<file path="src/rtl/asm_sync_pkg.sv">
package asm_sync_pkg;
  localparam int CNT_W = 4;
  typedef enum logic [1:0] {
    ST_SEARCH = 2'd0,
    ST_CHECK  = 2'd1,
    ST_LOCK   = 2'd2,
    ST_FLY    = 2'd3
  } sync_state_e;
endpackage

</file>
<file path="src/rtl/asm_marker_window.sv">
module asm_marker_window #(
  parameter int MW = 32
) (
  input  logic          clk,
  input  logic          rst_n,
  input  logic          bit_valid,
  input  logic          bit_in,
  input  logic [MW-1:0] pattern,
  input  logic [MW-1:0] mask,
  output logic          hit
);
  logic [MW-1:0] win_q;
  logic [MW-1:0] win_d;

  // newest bit enters at bit 0, so bit MW-1 is the oldest in the window
  always_comb begin
    win_d = {win_q[MW-2:0], bit_in};
    hit   = bit_valid && (((win_d ^ pattern) & mask) == '0);
  end

  always_ff @(posedge clk or negedge rst_n) begin
    if (!rst_n)         win_q <= '0;
    else if (bit_valid) win_q <= win_d;
  end
endmodule

</file>
<file path="src/rtl/asm_sync_fsm.sv">
module asm_sync_fsm
  import asm_sync_pkg::*;
#(
  parameter int LEN_W = 16,
  parameter int MW    = 32,
  localparam int POS_W = LEN_W + 4
) (
  input  logic              clk,
  input  logic              rst_n,
  input  logic              bit_valid,
  input  logic              sync_en,
  input  logic              hit,
  input  logic [LEN_W-1:0]  frame_len,
  input  logic [CNT_W-1:0]  check_cnt,
  input  logic [CNT_W-1:0]  fly_cnt,
  output sync_state_e       state,
  output logic [POS_W-1:0]  bit_pos,
  output logic [POS_W-1:0]  frame_bits,
  output logic [CNT_W-1:0]  miss_cnt
);
  sync_state_e      state_q, state_d;
  logic [POS_W-1:0] pos_q, pos_d, last_pos;
  logic [CNT_W-1:0] hits_q, hits_d, miss_q, miss_d;
  logic             at_exp;

  always_comb begin
    frame_bits = {(frame_len == '0), frame_len, 3'b000};
    last_pos   = frame_bits + POS_W'(MW - 1);
    at_exp     = (pos_q == last_pos);
  end

  always_comb begin
    state_d = state_q;
    pos_d   = pos_q;
    hits_d  = hits_q;
    miss_d  = miss_q;
    if (!sync_en) begin
      state_d = ST_SEARCH;
      pos_d   = '0;
      hits_d  = '0;
      miss_d  = '0;
    end else if (bit_valid) begin
      if (state_q == ST_SEARCH) begin
        if (hit) begin
          pos_d   = '0;
          hits_d  = '0;
          miss_d  = '0;
          state_d = (check_cnt == '0) ? ST_LOCK : ST_CHECK;
        end
      end else begin
        pos_d = at_exp ? '0 : pos_q + POS_W'(1);
        if (at_exp) begin
          case (state_q)
            ST_CHECK: begin
              if (!hit)                                   state_d = ST_SEARCH;
              else if (hits_q + CNT_W'(1) == check_cnt)   state_d = ST_LOCK;
              else                                        hits_d  = hits_q + CNT_W'(1);
            end
            ST_LOCK: begin
              if (!hit) begin
                if (fly_cnt == '0) state_d = ST_SEARCH;
                else begin
                  state_d = ST_FLY;
                  miss_d  = CNT_W'(1);
                end
              end
            end
            ST_FLY: begin
              if (hit) begin
                state_d = ST_LOCK;
                miss_d  = '0;
              end else if (miss_q == fly_cnt) begin
                state_d = ST_SEARCH;
                miss_d  = '0;
              end else begin
                miss_d  = miss_q + CNT_W'(1);
              end
            end
            default: state_d = ST_SEARCH;
          endcase
        end
      end
    end
  end

  always_ff @(posedge clk or negedge rst_n) begin
    if (!rst_n) begin
      state_q <= ST_SEARCH;
      pos_q   <= '0;
      hits_q  <= '0;
      miss_q  <= '0;
    end else begin
      state_q <= state_d;
      pos_q   <= pos_d;
      hits_q  <= hits_d;
      miss_q  <= miss_d;
    end
  end

  assign state    = state_q;
  assign bit_pos  = pos_q;
  assign miss_cnt = miss_q;
endmodule

</file>
<file path="src/rtl/asm_byte_packer.sv">
module asm_byte_packer
  import asm_sync_pkg::*;
#(
  parameter int LEN_W = 16,
  localparam int POS_W = LEN_W + 4
) (
  input  logic             clk,
  input  logic             rst_n,
  input  logic             bit_valid,
  input  logic             bit_in,
  input  logic             sync_en,
  input  logic             stat_en,
  input  sync_state_e      state,
  input  logic [POS_W-1:0] bit_pos,
  input  logic [POS_W-1:0] frame_bits,
  input  logic [CNT_W-1:0] miss_cnt,
  output logic             out_valid,
  output logic [7:0]       out_data,
  output logic             out_last
);
  logic [6:0] acc_q;
  logic [2:0] raw_q;
  logic       fwd, data_bit, byte_done, stat_pt, tail_bit;
  logic       valid_d, last_d;
  logic [7:0] data_d, status;

  always_comb begin
    fwd       = (state == ST_LOCK) || (state == ST_FLY);
    data_bit  = bit_pos < frame_bits;
    tail_bit  = bit_pos == frame_bits - POS_W'(1);
    byte_done = sync_en ? (fwd && data_bit && (bit_pos[2:0] == 3'd7))
                        : (raw_q == 3'd7);
    stat_pt   = sync_en && stat_en && fwd && (bit_pos == frame_bits);
    status    = {miss_cnt, 3'b000, (state == ST_LOCK)};
    valid_d   = bit_valid && (byte_done || stat_pt);
    data_d    = stat_pt ? status : {acc_q, bit_in};
    last_d    = bit_valid && sync_en &&
                (stat_en ? stat_pt : (byte_done && tail_bit));
  end

  always_ff @(posedge clk or negedge rst_n) begin
    if (!rst_n) begin
      acc_q <= '0;
      raw_q <= '0;
    end else begin
      if (bit_valid) acc_q <= {acc_q[5:0], bit_in};
      if (sync_en)        raw_q <= '0;
      else if (bit_valid) raw_q <= raw_q + 3'd1;
    end
  end

  always_ff @(posedge clk or negedge rst_n) begin
    if (!rst_n) begin
      out_valid <= 1'b0;
      out_data  <= '0;
      out_last  <= 1'b0;
    end else begin
      out_valid <= valid_d;
      out_last  <= last_d;
      if (valid_d) out_data <= data_d;
    end
  end
endmodule

</file>
<file path="src/rtl/asm_frame_sync.sv">
module asm_frame_sync
  import asm_sync_pkg::*;
#(
  parameter int LEN_W = 16,
  parameter int MW    = 32
) (
  input  logic             clk,
  input  logic             rst_n,
  input  logic             bit_valid,
  input  logic             bit_in,
  input  logic             sync_en,
  input  logic             stat_en,
  input  logic [MW-1:0]    marker,
  input  logic [MW-1:0]    marker_mask,
  input  logic [LEN_W-1:0] frame_len,
  input  logic [3:0]       check_cnt,
  input  logic [3:0]       fly_cnt,
  output logic             out_valid,
  output logic [7:0]       out_data,
  output logic             out_last,
  output logic [1:0]       sync_state
);
  localparam int POS_W = LEN_W + 4;

  logic             hit;
  sync_state_e      state;
  logic [POS_W-1:0] bit_pos, frame_bits;
  logic [CNT_W-1:0] miss_cnt;

  asm_marker_window #(.MW(MW)) i_window (
    .clk(clk), .rst_n(rst_n), .bit_valid(bit_valid), .bit_in(bit_in),
    .pattern(marker), .mask(marker_mask), .hit(hit)
  );

  asm_sync_fsm #(.LEN_W(LEN_W), .MW(MW)) i_fsm (
    .clk(clk), .rst_n(rst_n), .bit_valid(bit_valid), .sync_en(sync_en),
    .hit(hit), .frame_len(frame_len), .check_cnt(check_cnt),
    .fly_cnt(fly_cnt), .state(state), .bit_pos(bit_pos),
    .frame_bits(frame_bits), .miss_cnt(miss_cnt)
  );

  asm_byte_packer #(.LEN_W(LEN_W)) i_packer (
    .clk(clk), .rst_n(rst_n), .bit_valid(bit_valid), .bit_in(bit_in),
    .sync_en(sync_en), .stat_en(stat_en), .state(state),
    .bit_pos(bit_pos), .frame_bits(frame_bits), .miss_cnt(miss_cnt),
    .out_valid(out_valid), .out_data(out_data), .out_last(out_last)
  );

  assign sync_state = state;
endmodule

</file>
<file path="config.mk">
export PLATFORM = sky130hd
export DESIGN_NAME = asm_frame_sync
export DESIGN_NICKNAME = d
export VERILOG_FILES = /design/src/rtl/asm_sync_pkg.sv /design/src/rtl/asm_marker_window.sv /design/src/rtl/asm_sync_fsm.sv /design/src/rtl/asm_byte_packer.sv /design/src/rtl/asm_frame_sync.sv
export SDC_FILE = /design/constraint.sdc
export NUM_CORES = 1
export LEC_CHECK = 0
export CORE_MARGIN = 4
export CORE_UTILIZATION = 41
export CTS_CLUSTER_DIAMETER = 30
export CTS_CLUSTER_SIZE = 24
export DETAILED_ROUTE_END_ITERATION = 8
export GPL_TIMING_DRIVEN = 1
export PLACE_DENSITY_LB_ADDON = 0.15
export SLEW_MARGIN = 20
export SYNTH_ARGS = -nofsm -noshare
export SYNTH_HDL_FRONTEND = slang
export SYNTH_SLANG_ARGS = --single-unit
export TNS_END_PERCENT = 30
</file>
<file path="constraint.sdc">
create_clock -name clk -period 8.25 [get_ports clk]
set_input_delay 1.2375 -clock clk [delete_from_list [all_inputs] [get_ports clk]]
set_output_delay 1.2375 -clock clk [all_outputs]
set_load 0.01 [all_outputs]
</file>
* Yosys cells after proc, flatten, opt, wreduce, memory -nomap -nowiden *
Index checks and enable logic that the tools add are counted.

storage, ports and cells
  bits in registers = 81
  input bits = 94
  word-level logic and storage cells = 102
  output and inout bits = 12

cells by class
  add/sub/neg operators = 6
  bitwise operators = 2
  multiplexer cells = 40
  order comparisons = 1
  eq/ne operators = 21
  reduce and logical (&&, ||, !) cells = 22

operators by type and width
  cell                                                 count
  2-to-1 mux 20 bit                                    5
  2-to-1 mux 4 bit                                     16
  equality test 20 bit                                 3
  bitwise AND 32 bit                                   1
  logical NOT 32 bit                                   1
  bitwise XOR 32 bit                                   1
  2-to-1 mux 2 bit                                     12
  adder 20 x 1 -> 20 bit (second input constant)       1
  adder 20 x 5 -> 20 bit (second input constant)       1
  less-than comparator 20 bit                          1
  subtractor 20 x 1 -> 20 bit (second input constant)  1
  logical NOT 16 bit                                   1
  AND reduction 6 bit                                  2
  logical AND 1 bit                                    10
  adder 4 x 1 -> 4 bit (second input constant)         2
  equality test 4 bit                                  2
  logical NOT 4 bit                                    2
  2-to-1 mux 8 bit                                     1
  != test 4 bit (second input constant)                2
  one-hot mux 4 bit (2 select lines)                   1
  equality test 3 bit (second input constant)          2
  2-to-1 mux 3 bit                                     2
  != test 3 x 1 -> 1 bit (second input constant)       2
  != test 3 x 2 -> 1 bit (second input constant)       2
  15 further kinds                                     18

* Logic depth before layout (Yosys ltp) *
Gate-level depths: netlist of the first run.

  depth in word-level cells = 10
  gate-level depth with buffers = 15
  mapped depth without buffers = 14

* Modules after synthesis *
From an unflattened synthesis of the first run, not the netlist that was laid out.

unflattened totals
  cells, all modules = 680
  area, all modules = 6,311.1 µm²

by module, submodules not included
  module             area an instance (µm²)  cells an instance  seq. area each (µm²)  instances
  asm_sync_fsm       2,610.0                 318                750.7                 1
  asm_byte_packer    2,103.3                 243                500.5                 1
  asm_marker_window  1,597.8                 119                775.7                 1

* Worst setup path before layout of the first run *
OpenSTA, ideal clock, no wires.

  kind = input to register
  from = in frame_len[3]
  to = reg i_packer.out_data[0]
  stages = 14
  required time = 8.125 ns
  path slack = 3.860 ns
  path buffers = 2
  setup time = 0.125 ns
  data arrival time = 4.266 ns
  cell sequence = buf_4 -> or3_4 -> nor4_1 -> nand2_1 -> ha_1 -> nand4_1 -> nor2_1 -> and4_1 -> nand4_1 -> or3_1 -> clkbuf_1 -> inv_1 -> o21ai_1 -> mux2_2

on the way
  word-level cells in the longest chain between the ends = 7
  elaborated cells between the ends (all ways) = 10
  classes of those cells = order compare (1); eq/ne (1); mux (2); reduce/logical (6)

ends and longest elaborated chain
  element                          RTL line               source
  start, declared                  asm_frame_sync.sv:15   input logic [LEN_W-1:0] frame_len,
  logical NOT 16 bit               asm_sync_fsm.sv:27     frame_bits = {(frame_len == '0), frame_len, 3'b000};
  less-than comparator 20 bit      asm_byte_packer.sv:29  data_bit = bit_pos < frame_bits;
  logical AND 1 bit (2 in series)  asm_byte_packer.sv:31  byte_done = sync_en ? (fwd && data_bit && (bit_pos[2:0] == 3'd7))
  2-to-1 mux 1 bit                 asm_byte_packer.sv:31
  logical OR 1 bit                 asm_byte_packer.sv:35  valid_d = bit_valid && (byte_done || stat_pt);
  logical AND 1 bit                asm_byte_packer.sv:35
  end signal, assigned             asm_byte_packer.sv:60  if (valid_d) out_data <= data_d;
  end, declared                    asm_byte_packer.sv:18  output logic [7:0] out_data,

Parallel ways exist; a longest one is shown, timed or not.
A chain may end at the register's enable or synchronous reset.

* Worst setup path in the final report of the first run *
  from = in frame_len[8]
  to = reg i_packer.out_data[6]

Same word-level chain as after synthesis.

==> results.sh, run 1 <==
export IMPL_fillers=1140
export IMPL_holdWs_ps=513
export IMPL_wl_met3_um=1050
export IMPL_setup_slack_ps=3160
export IMPL_drt_initial_drc_count=362
export IMPL_fin_area_um2=6900
export IMPL_cp_max_fo=12
export IMPL_htreeDepth=3
export IMPL_numCtsBuffers=9
export IMPL_finalCriticalPeriod_ps=5100
export IMPL_postRouteAntennaNets=0
export IMPL_die_x_um=123
export IMPL_syn_area_um2=5430
export IMPL_rr_endpoint="i_fsm.miss_cnt[1]"
export IMPL_ys_ff_latch=74
export IMPL_crit_chain="clkdlybuf4s50_1, or3_1, nor4_1, nand2_1, ha_1, nand4_1, nor2_1, and4_1, nand4_1, o21ai_0, o2bb2ai_1, o21ai_1, mux2_2"
export IMPL_antenna_found_initial=0
export IMPL_critPathArrivalTime_ps=5310
export IMPL_via_per_inst=5.56
export IMPL_grt_pass1_wl_um=24000
export IMPL_diodes=0
export IMPL_cp_num_buf_inv=1
export IMPL_vdd_drop_max_uv=124
export IMPL_start_util=0.425
export IMPL_dr_wl_met2_um=6970
export IMPL_vias=4672
export IMPL_setup_viol=0
export IMPL_rsz0062_at_grt="no"
export IMPL_critPathLaunchType="input port"
export IMPL_worstMarginPinSlew_ps=950
export IMPL_io_buffer_count=105
export IMPL_p_leak_nw=2.90
export IMPL_reg2reg_slack_ps=5050
export IMPL_syn_avg_cell_area_um2=9.54
export IMPL_synth_top_family_by_area="simple AND/OR/NAND/NOR gates"
export IMPL_total_power_mw=1.16
export IMPL_grt_use_total=0.204
export IMPL_yosys_area_top_type_share=0.341
export IMPL_hold_path_endpoint="i_packer.out_data[1]"
export IMPL_grt_overflow=0
export IMPL_wl_met1_um=6650
export IMPL_min_path_cells=1
export IMPL_status="finished clean"
export IMPL_place_ws_ps=2840
export IMPL_synthTopCellsByArea="dfrtp_1 (34%), mux2_2 (8.9%), xor2_1 (6.8%)"
export IMPL_setup_tns_final_ps=0
export IMPL_synth_compound_area_frac=0.125
export IMPL_synth_top_cell_by_area="dfrtp_1"
export IMPL_max_cap_viol_count=0
export IMPL_grt_max_degree=75
export IMPL_synth_edf_count=0
export IMPL_root_buffer="clkbuf_16"
export IMPL_insertion_delay_ps=340
export IMPL_crit_required_ps=8470
export IMPL_hold_path_class="reg2reg"
export IMPL_drive_gt1_frac=0.118
export IMPL_gp_congestion=0.896
export IMPL_crit_family="simple AND/OR/NAND/NOR gates"
export IMPL_synth_commonest_cells="dfrtp_1 (74), mux2_2 (43), xor2_1 (42)"
export IMPL_synth_cell_types=70
export IMPL_finalHoldViolCount=0
export IMPL_top_layer_used="met4"
export IMPL_skew_ps=7.22
export IMPL_fmax_mhz=196
export IMPL_critPathSlowestCell="o21ai_1"
export IMPL_wl_per_cell_um=17.7
export IMPL_ctsResizeCount=0
export IMPL_synth_nets=688
export IMPL_power_density_nw_per_um2=168
export IMPL_holdBufCountCts=0
export IMPL_maxSlewHeadroom=0.367
export IMPL_end_kind="flop"
export IMPL_cp_slowest_stage_delay_ps=670
export IMPL_ctsLongestPathBuffers=2
export IMPL_drt_first_pass_iters=5
export IMPL_coreArea_um2=12800
export IMPL_period_share=0.618
export IMPL_synth_mux_area_frac=0.100
export IMPL_post_place_cells=826
export IMPL_yosysSeqAreaShare=0.341
export IMPL_io_pins=106
export IMPL_synth_simple_gate_area_share=0.200
export IMPL_slew_viol_final=0
export IMPL_crit_top_cell="nand4_1"
export IMPL_post_cts_buffers=0
export IMPL_die_area_um2=15100
export IMPL_drc_errors=0
export IMPL_critPathKind="in2reg"
export IMPL_syn2layout_area_growth_pct=27.1
export IMPL_fin_cells=841
export IMPL_synth_xor_area_frac=0.136
export IMPL_cts_tree="built"
export IMPL_nets=784
export IMPL_synthAdderAreaFrac=0.0576
export IMPL_r2r_cells=8
export IMPL_r2r_start="i_fsm.bit_pos[10]"
export IMPL_clock_sinks=74
export IMPL_synth_main_ff_cell="dfrtp_1"
export IMPL_synth_most_common_cell="dfrtp_1"
export IMPL_post_dp_hpwl_um=11700
export IMPL_final_util=0.540
export IMPL_yosysWarnings=0
export IMPL_place_area_um2=6610
export IMPL_rows=41
export IMPL_hp_start="i_packer.out_data[1]"
export IMPL_clk_pin_slew_ps=60
export IMPL_dieHeight_um=123
export IMPL_grt_pass1_vias=4702
export IMPL_wl_um=14900
export IMPL_async_flop_share=1.00
export IMPL_syn_inst=569
==> power by group <==
part	leakage, nW	total (mW)	switching (mW)	internal, mW
Combinational	1.78	0.278	0.120	0.157
Sequential	0.981	0.497	0.0693	0.428
Clock	0.140	0.387	0.148	0.239
Total	2.90	1.16	0.337	0.824
==> area by class of cell <==
cell class	count	area (µm²)	area share
inverters	28	105	0.0152
clock inverters	5	55.1	0.00798
clock buffers	10	239	0.0346
flip-flops and latches	74	1850	0.268
well taps	172	215	0.0312
repair buffers	109	1080	0.156
multi-input cells	443	3360	0.486
==> registers in the layout, summed over array words and instances, names as in the netlist <==
signal              flops
i_window.win_q         31
i_packer.out_data       8
i_fsm.miss_cnt          4
i_fsm.bit_pos          20
i_packer.raw_q          3
i_packer.out_last       1
i_fsm.hits_q            4
i_fsm.state             2
i_packer.out_valid      1
==> logic make-up (layout without fill, tap and decap cells) <==
kind of cell | count (synthesis) | count (layout)
simple gates | 195 | 195
compound gates | 93 | 93
xor+xnor | 82 | 82
flops | 74 | 74
buf+inv | 52 | 152
mux | 48 | 48
fa+ha+maj | 25 | 25
==> per-layer routing <==
metal / track usage / vias up
met5: 0 / -
met4: 0.0623 / 0
met3: 0.0567 / 24
met2: 0.323 / 184
met1: 0.272 / 2202
li1: - / 2262
==> cell usage in the layout, fill, tap and decap left out, drive strengths merged, types with 7 or more instances in the layout <==
cell type and instances:
inv 28, o21ai 18, nor3b 7, xnor2 39, clkbuf 10, ha 25
nor4 14, dfrtp 74, nand3 19, nor2 37, and3 8, nand2 37
or3 8, nor3 18, mux2 45, a22oi 16, nand4 15, xor2 42
clkdlybuf4s50 104, a21oi 15
==> worst max path at each step <==
stage / start / endpoint / slack, ps / cells past startpoint
5_1_grt: frame_len[3] / i_packer.out_data[6] / 2710 / 13
6_report: frame_len[8] / i_packer.out_data[6] / 3160 / 13
3_3_place_gp: frame_len[3] / i_packer.out_data[0] / 3010 / 13
4_1_cts: frame_len[3] / i_packer.out_data[6] / 3200 / 13
2_1_floorplan: frame_len[3] / i_packer.out_data[0] / 3860 / 14
3_5_place_dp: frame_len[3] / i_packer.out_data[6] / 2840 / 13
Power figures use the tool's default switching activity.
==> inputs of run 2 (changes only) <==
==> constraint.sdc (replaced) <==
create_clock -name clk -period 5.1 [get_ports clk]
set_input_delay 0.765 -clock clk [delete_from_list [all_inputs] [get_ports clk]]
set_output_delay 0.765 -clock clk [all_outputs]
set_load 0.01 [all_outputs]
==> results.sh, run 2 (synthesized netlist as in run 1, its figures left out) <==
export IMPL_postRouteAntennaNets=0
export IMPL_ctsResizeCount=0
export IMPL_vdd_drop_max_uv=198
export IMPL_drc_errors=0
export IMPL_antenna_found_initial=0
export IMPL_setup_tns_final_ps=0
export IMPL_crit_required_ps=5340
export IMPL_post_cts_buffers=0
export IMPL_diodes=0
export IMPL_insertion_delay_ps=350
export IMPL_via_per_inst=5.47
export IMPL_setup_viol=0
export IMPL_syn2layout_area_growth_pct=28.5
export IMPL_fmax_mhz=239
export IMPL_skew_ps=6.13
export IMPL_wl_per_cell_um=17.3
export IMPL_wl_um=14700
export IMPL_power_density_nw_per_um2=280
export IMPL_gp_congestion=0.916
export IMPL_holdBufCountCts=0
export IMPL_start_util=0.425
export IMPL_grt_use_total=0.204
export IMPL_largest_reg_flops=31
export IMPL_grt_pass1_wl_um=24100
export IMPL_slew_viol_final=0
export IMPL_io_pins=106
export IMPL_finalHoldViolCount=0
export IMPL_p_leak_nw=2.94
export IMPL_critPathLaunchType="input port"
export IMPL_reg2reg_slack_ps=2180
export IMPL_clock_sinks=74
export IMPL_setup_slack_ps=919
export IMPL_die_x_um=123
export IMPL_finalCriticalPeriod_ps=4180
export IMPL_final_common_cell="clkdlybuf4s50_1"
export IMPL_cts_tree="built"
export IMPL_vias=4633
export IMPL_max_cap_viol_count=0
export IMPL_drt_initial_drc_count=242
export IMPL_place_ws_ps=545
export IMPL_period_share=0.820
export IMPL_grt_overflow=0
export IMPL_drt_first_pass_iters=5
export IMPL_grt_max_degree=75
export IMPL_die_area_um2=15100
export IMPL_drive_gt1_frac=0.126
export IMPL_critPathKind="in2reg"
export IMPL_maxSlewHeadroom=0.342
export IMPL_status="finished clean"
export IMPL_coreArea_um2=12800
export IMPL_critPathSlowestCell="or3_1"
export IMPL_htreeDepth=3
export IMPL_grt_pass1_vias=4703
export IMPL_worstMarginPinSlew_ps=985
export IMPL_layout_common_cells="clkdlybuf4s50_1 (104), dfrtp_1 (74), mux2_2 (43)"
export IMPL_numCtsBuffers=9
export IMPL_rows=41
export IMPL_cp_max_fo=10
export IMPL_cp_num_buf_inv=5
export IMPL_ctsLongestPathBuffers=2
export IMPL_hold_path_class="reg2reg"
export IMPL_crit_chain="clkdlybuf4s50_1, inv_1, ha_1, nand2b_1, nor4_1, buf_4, nand2_1, ha_1, nand4_1, nor2_1, and4_1, nand4_1, or3_1, inv_1, o21ai_1, buf_4, mux2_2"
export IMPL_rsz0062_at_grt="no"
export IMPL_clk_pin_slew_ps=60
export IMPL_root_buffer="clkbuf_16"
export IMPL_cp_slowest_stage_delay_ps=540
export IMPL_end_kind="flop"
export IMPL_critPathArrivalTime_ps=4420
export IMPL_post_dp_hpwl_um=11600
export IMPL_dieHeight_um=123
export IMPL_nets=789
export IMPL_regMostFlops="i_window.win_q"
export IMPL_io_buffer_count=105
export IMPL_crit_family="simple AND/OR/NAND/NOR gates"
run 2: cell count changes in the layout (fill, tap and decap cells not counted), sizes merged:
cell      change
buf           +5
clkinv        +3
clkinvlp      -2
bufinv        +1
clkbuf        -1
run 2: metrics by stage:
| step | power, mW | util | std cells | cell area, µm² | hold WS (ps) |
|---|---|---|---|---|---|
| after floorplan | 1.07 | - | 569 | 5430 | 468 |
| after global placement | 1.26 | 0.520 | 831 | 6650 | 497 |
| after detailed placement | 1.27 | 0.520 | 831 | 6650 | 505 |
| after CTS | 1.97 | 0.546 | 847 | 6970 | 520 |
| after global routing | 2.06 | 0.546 | 847 | 6970 | 542 |
| final | 1.95 | 0.546 | 847 | 6970 | 521 |
run 2: layer usage:
layer / routed length, µm / vias up / GRT usage
li1: - / 2275 / -
met1: 6710 / 2202 / 0.278
met2: 6960 / 140 / 0.326
met3: 787 / 16 / 0.0462
met4: 212 / 0 / 0.0554
met5: 0 / - / 0
run 2: final cells by class:
type / count / area (µm²)
fill: 1188 / 5800
multi-input combinational: 443 / 3360
sequential: 74 / 1850
timing repair buffer: 114 / 1120
clock buffer: 9 / 225
tap: 172 / 215
inverter: 28 / 105
clock inverter: 7 / 104
run 2: power breakdown:
group          leakage, nW  switching (mW)  total [mW]  internal, mW
Combinational         1.80           0.194       0.451         0.257
Clock                0.160           0.261       0.693         0.432
Sequential           0.981           0.115       0.807         0.692
run 2: worst paths after layout:
kind | cells after the start | startpoint | to
worst max-delay path | 17 | frame_len[0] | i_packer.out_data[7]
max in group asynchronous | 1 | rst_n | i_fsm.miss_cnt[0]
min in group asynchronous | 1 | rst_n | i_fsm.bit_pos[14]
worst min-delay path | 1 | i_packer.out_data[0] | i_packer.out_data[0]
worst min register to register | 1 | i_packer.out_data[0] | i_packer.out_data[0]
worst max register to register | 9 | i_window.win_q[27] | i_fsm.bit_pos[16]
==> inputs of run 3 (changes only) <==
==> constraint.sdc (replaced) <==
create_clock -name clk -period 4.2 [get_ports clk]
set_input_delay 0.63 -clock clk [delete_from_list [all_inputs] [get_ports clk]]
set_output_delay 0.63 -clock clk [all_outputs]
set_load 0.01 [all_outputs]
==> results.sh, run 3 (synthesized netlist as in run 1, its figures left out) <==
export IMPL_cp_slowest_stage_delay_ps=450
export IMPL_use_met1=0.280
export IMPL_drc_errors=0
export IMPL_fin_area_um2=7060
export IMPL_post_cts_buffers=0
export IMPL_io_pins=106
export IMPL_holdWs_ps=409
export IMPL_setup_viol=0
export IMPL_end_kind="flop"
export IMPL_grt_pass1_wl_um=24300
export IMPL_ctsResizeCount=0
export IMPL_crit_chain="clkdlybuf4s50_1, or3_4, nor4_1, nand2_1, ha_1, nand4_1, nor2_1, and4_1, nand4_1, or3_1, buf_4, mux2_2, mux2_2"
export IMPL_rows=41
export IMPL_holdBufCountCts=0
export IMPL_grt_use_met3=0.0412
export IMPL_grt_pass1_vias=4782
export IMPL_setup_tns_final_ps=0
export IMPL_drt_initial_drc_count=215
export IMPL_grtUsageMet2=0.339
export IMPL_wl_per_cell_um=17.2
export IMPL_gp_congestion=0.875
export IMPL_die_area_um2=15100
export IMPL_power_density_nw_per_um2=325
export IMPL_grt_busiest_layer="met2"
export IMPL_largest_reg_flops=31
export IMPL_final_util=0.552
export IMPL_skew_ps=6.96
export IMPL_insertion_delay_ps=340
export IMPL_antenna_found_initial=0
export IMPL_cts_tree="built"
export IMPL_drive_gt1_frac=0.146
export IMPL_vdd_drop_max_uv=207
export IMPL_max_cap_viol_count=0
export IMPL_grt_use_total=0.206
export IMPL_setup_slack_ps=314
export IMPL_nets=805
export IMPL_io_buffer_count=105
export IMPL_htreeDepth=3
export IMPL_coreArea_um2=12800
export IMPL_regMostFlops="i_window.win_q"
export IMPL_postRouteAntennaNets=0
export IMPL_start_util=0.425
export IMPL_via_per_inst=5.46
export IMPL_rsz0062_at_grt="no"
export IMPL_r2r_cells=8
export IMPL_finalCriticalPeriod_ps=3890
export IMPL_total_power_mw=2.29
export IMPL_drt_first_pass_iters=5
export IMPL_root_buffer="clkbuf_16"
export IMPL_critPathSlowestCell="nor4_1"
export IMPL_diodes=0
export IMPL_reg2reg_slack_ps=1330
export IMPL_status="finished clean"
export IMPL_ctsLongestPathBuffers=2
export IMPL_period_share=0.925
export IMPL_syn2layout_area_growth_pct=30.0
export IMPL_wl_um=14900
export IMPL_clock_sinks=74
export IMPL_critPathLaunchType="input port"
export IMPL_post_dp_hpwl_um=11900
export IMPL_place_ws_ps=17.9
export IMPL_post_place_cells=847
export IMPL_grt_max_degree=75
export IMPL_worstMarginPinSlew_ps=948
export IMPL_layout_common_cells="clkdlybuf4s50_1 (104), dfrtp_1 (74), mux2_2 (43)"
export IMPL_rr_endpoint="i_fsm.miss_cnt[1]"
export IMPL_r2r_start="i_fsm.bit_pos[10]"
export IMPL_clk_pin_slew_ps=60
export IMPL_dieHeight_um=123
export IMPL_critPathKind="in2reg"
export IMPL_die_x_um=123
export IMPL_crit_required_ps=4430
export IMPL_final_common_cell="clkdlybuf4s50_1"
export IMPL_grt_overflow=0
export IMPL_numCtsBuffers=9
export IMPL_vias=4713
export IMPL_critPathArrivalTime_ps=4120
export IMPL_fmax_mhz=257
export IMPL_p_leak_nw=3.01
export IMPL_finalHoldViolCount=0
export IMPL_place_area_um2=6770
export IMPL_cp_max_fo=7
export IMPL_hold_path_class="in2async"
export IMPL_slew_viol_final=0
export IMPL_fin_cells=863
export IMPL_maxSlewHeadroom=0.368
## run 3: changes by cell type in the layout (fill, tap and decap cells not counted)
cell,before,now
buf_4,10,26
bufinv_16,2,0
clkinv_4,5,1
inv_6,0,4
inv_8,0,2
## run 3: routing by layer
metal	vias up	part of all wire
met2	153	0.48
met3	18	0.057
met4	0	0.014
met5	-	0
met1	2233	0.45
li1	2309	-
## run 3: power by group
group	leakage (nW)	switching [mW]	internal (mW)	total (mW)
Sequential	0.981	0.138	0.839	0.978
Clock	0.145	0.337	0.418	0.755
Combinational	1.88	0.239	0.321	0.559
Total	3.01	0.714	1.58	2.29
## run 3: final cells by class
class                           count  area [µm²]
Fill cell                        1170        5720
Clock buffer                        9         225
Timing Repair Buffer              130        1240
Tap cell                          172         215
Inverter                           28         105
Sequential cell                    74        1850
Clock inverter                      7        66.3
Multi-Input combinational cell    443        3360
## run 3: worst max-delay path, delay by kind of cell
family                     cells  cell delay (ps)
and+or+nand+nor                8             2050
buffers and inverters          2              600
muxes                          2              520
adders and majority gates      1              310
## run 3: worst max-delay path by stage
| stage | startpoint | to | slack (ps) | cells after the start |
|---|---|---|---|---|
| after global placement | frame_len[2] | i_packer.out_data[0] | 70 | 13 |
| after detailed placement | frame_len[2] | i_packer.out_data[0] | 20 | 13 |
| after global routing | frame_len[2] | i_packer.out_data[6] | 120 | 13 |
| after floorplan | frame_len[3] | i_packer.out_data[0] | 420 | 14 |
| final | frame_len[2] | i_packer.out_data[4] | 310 | 13 |
| after CTS | frame_len[2] | i_packer.out_data[4] | 360 | 13 |
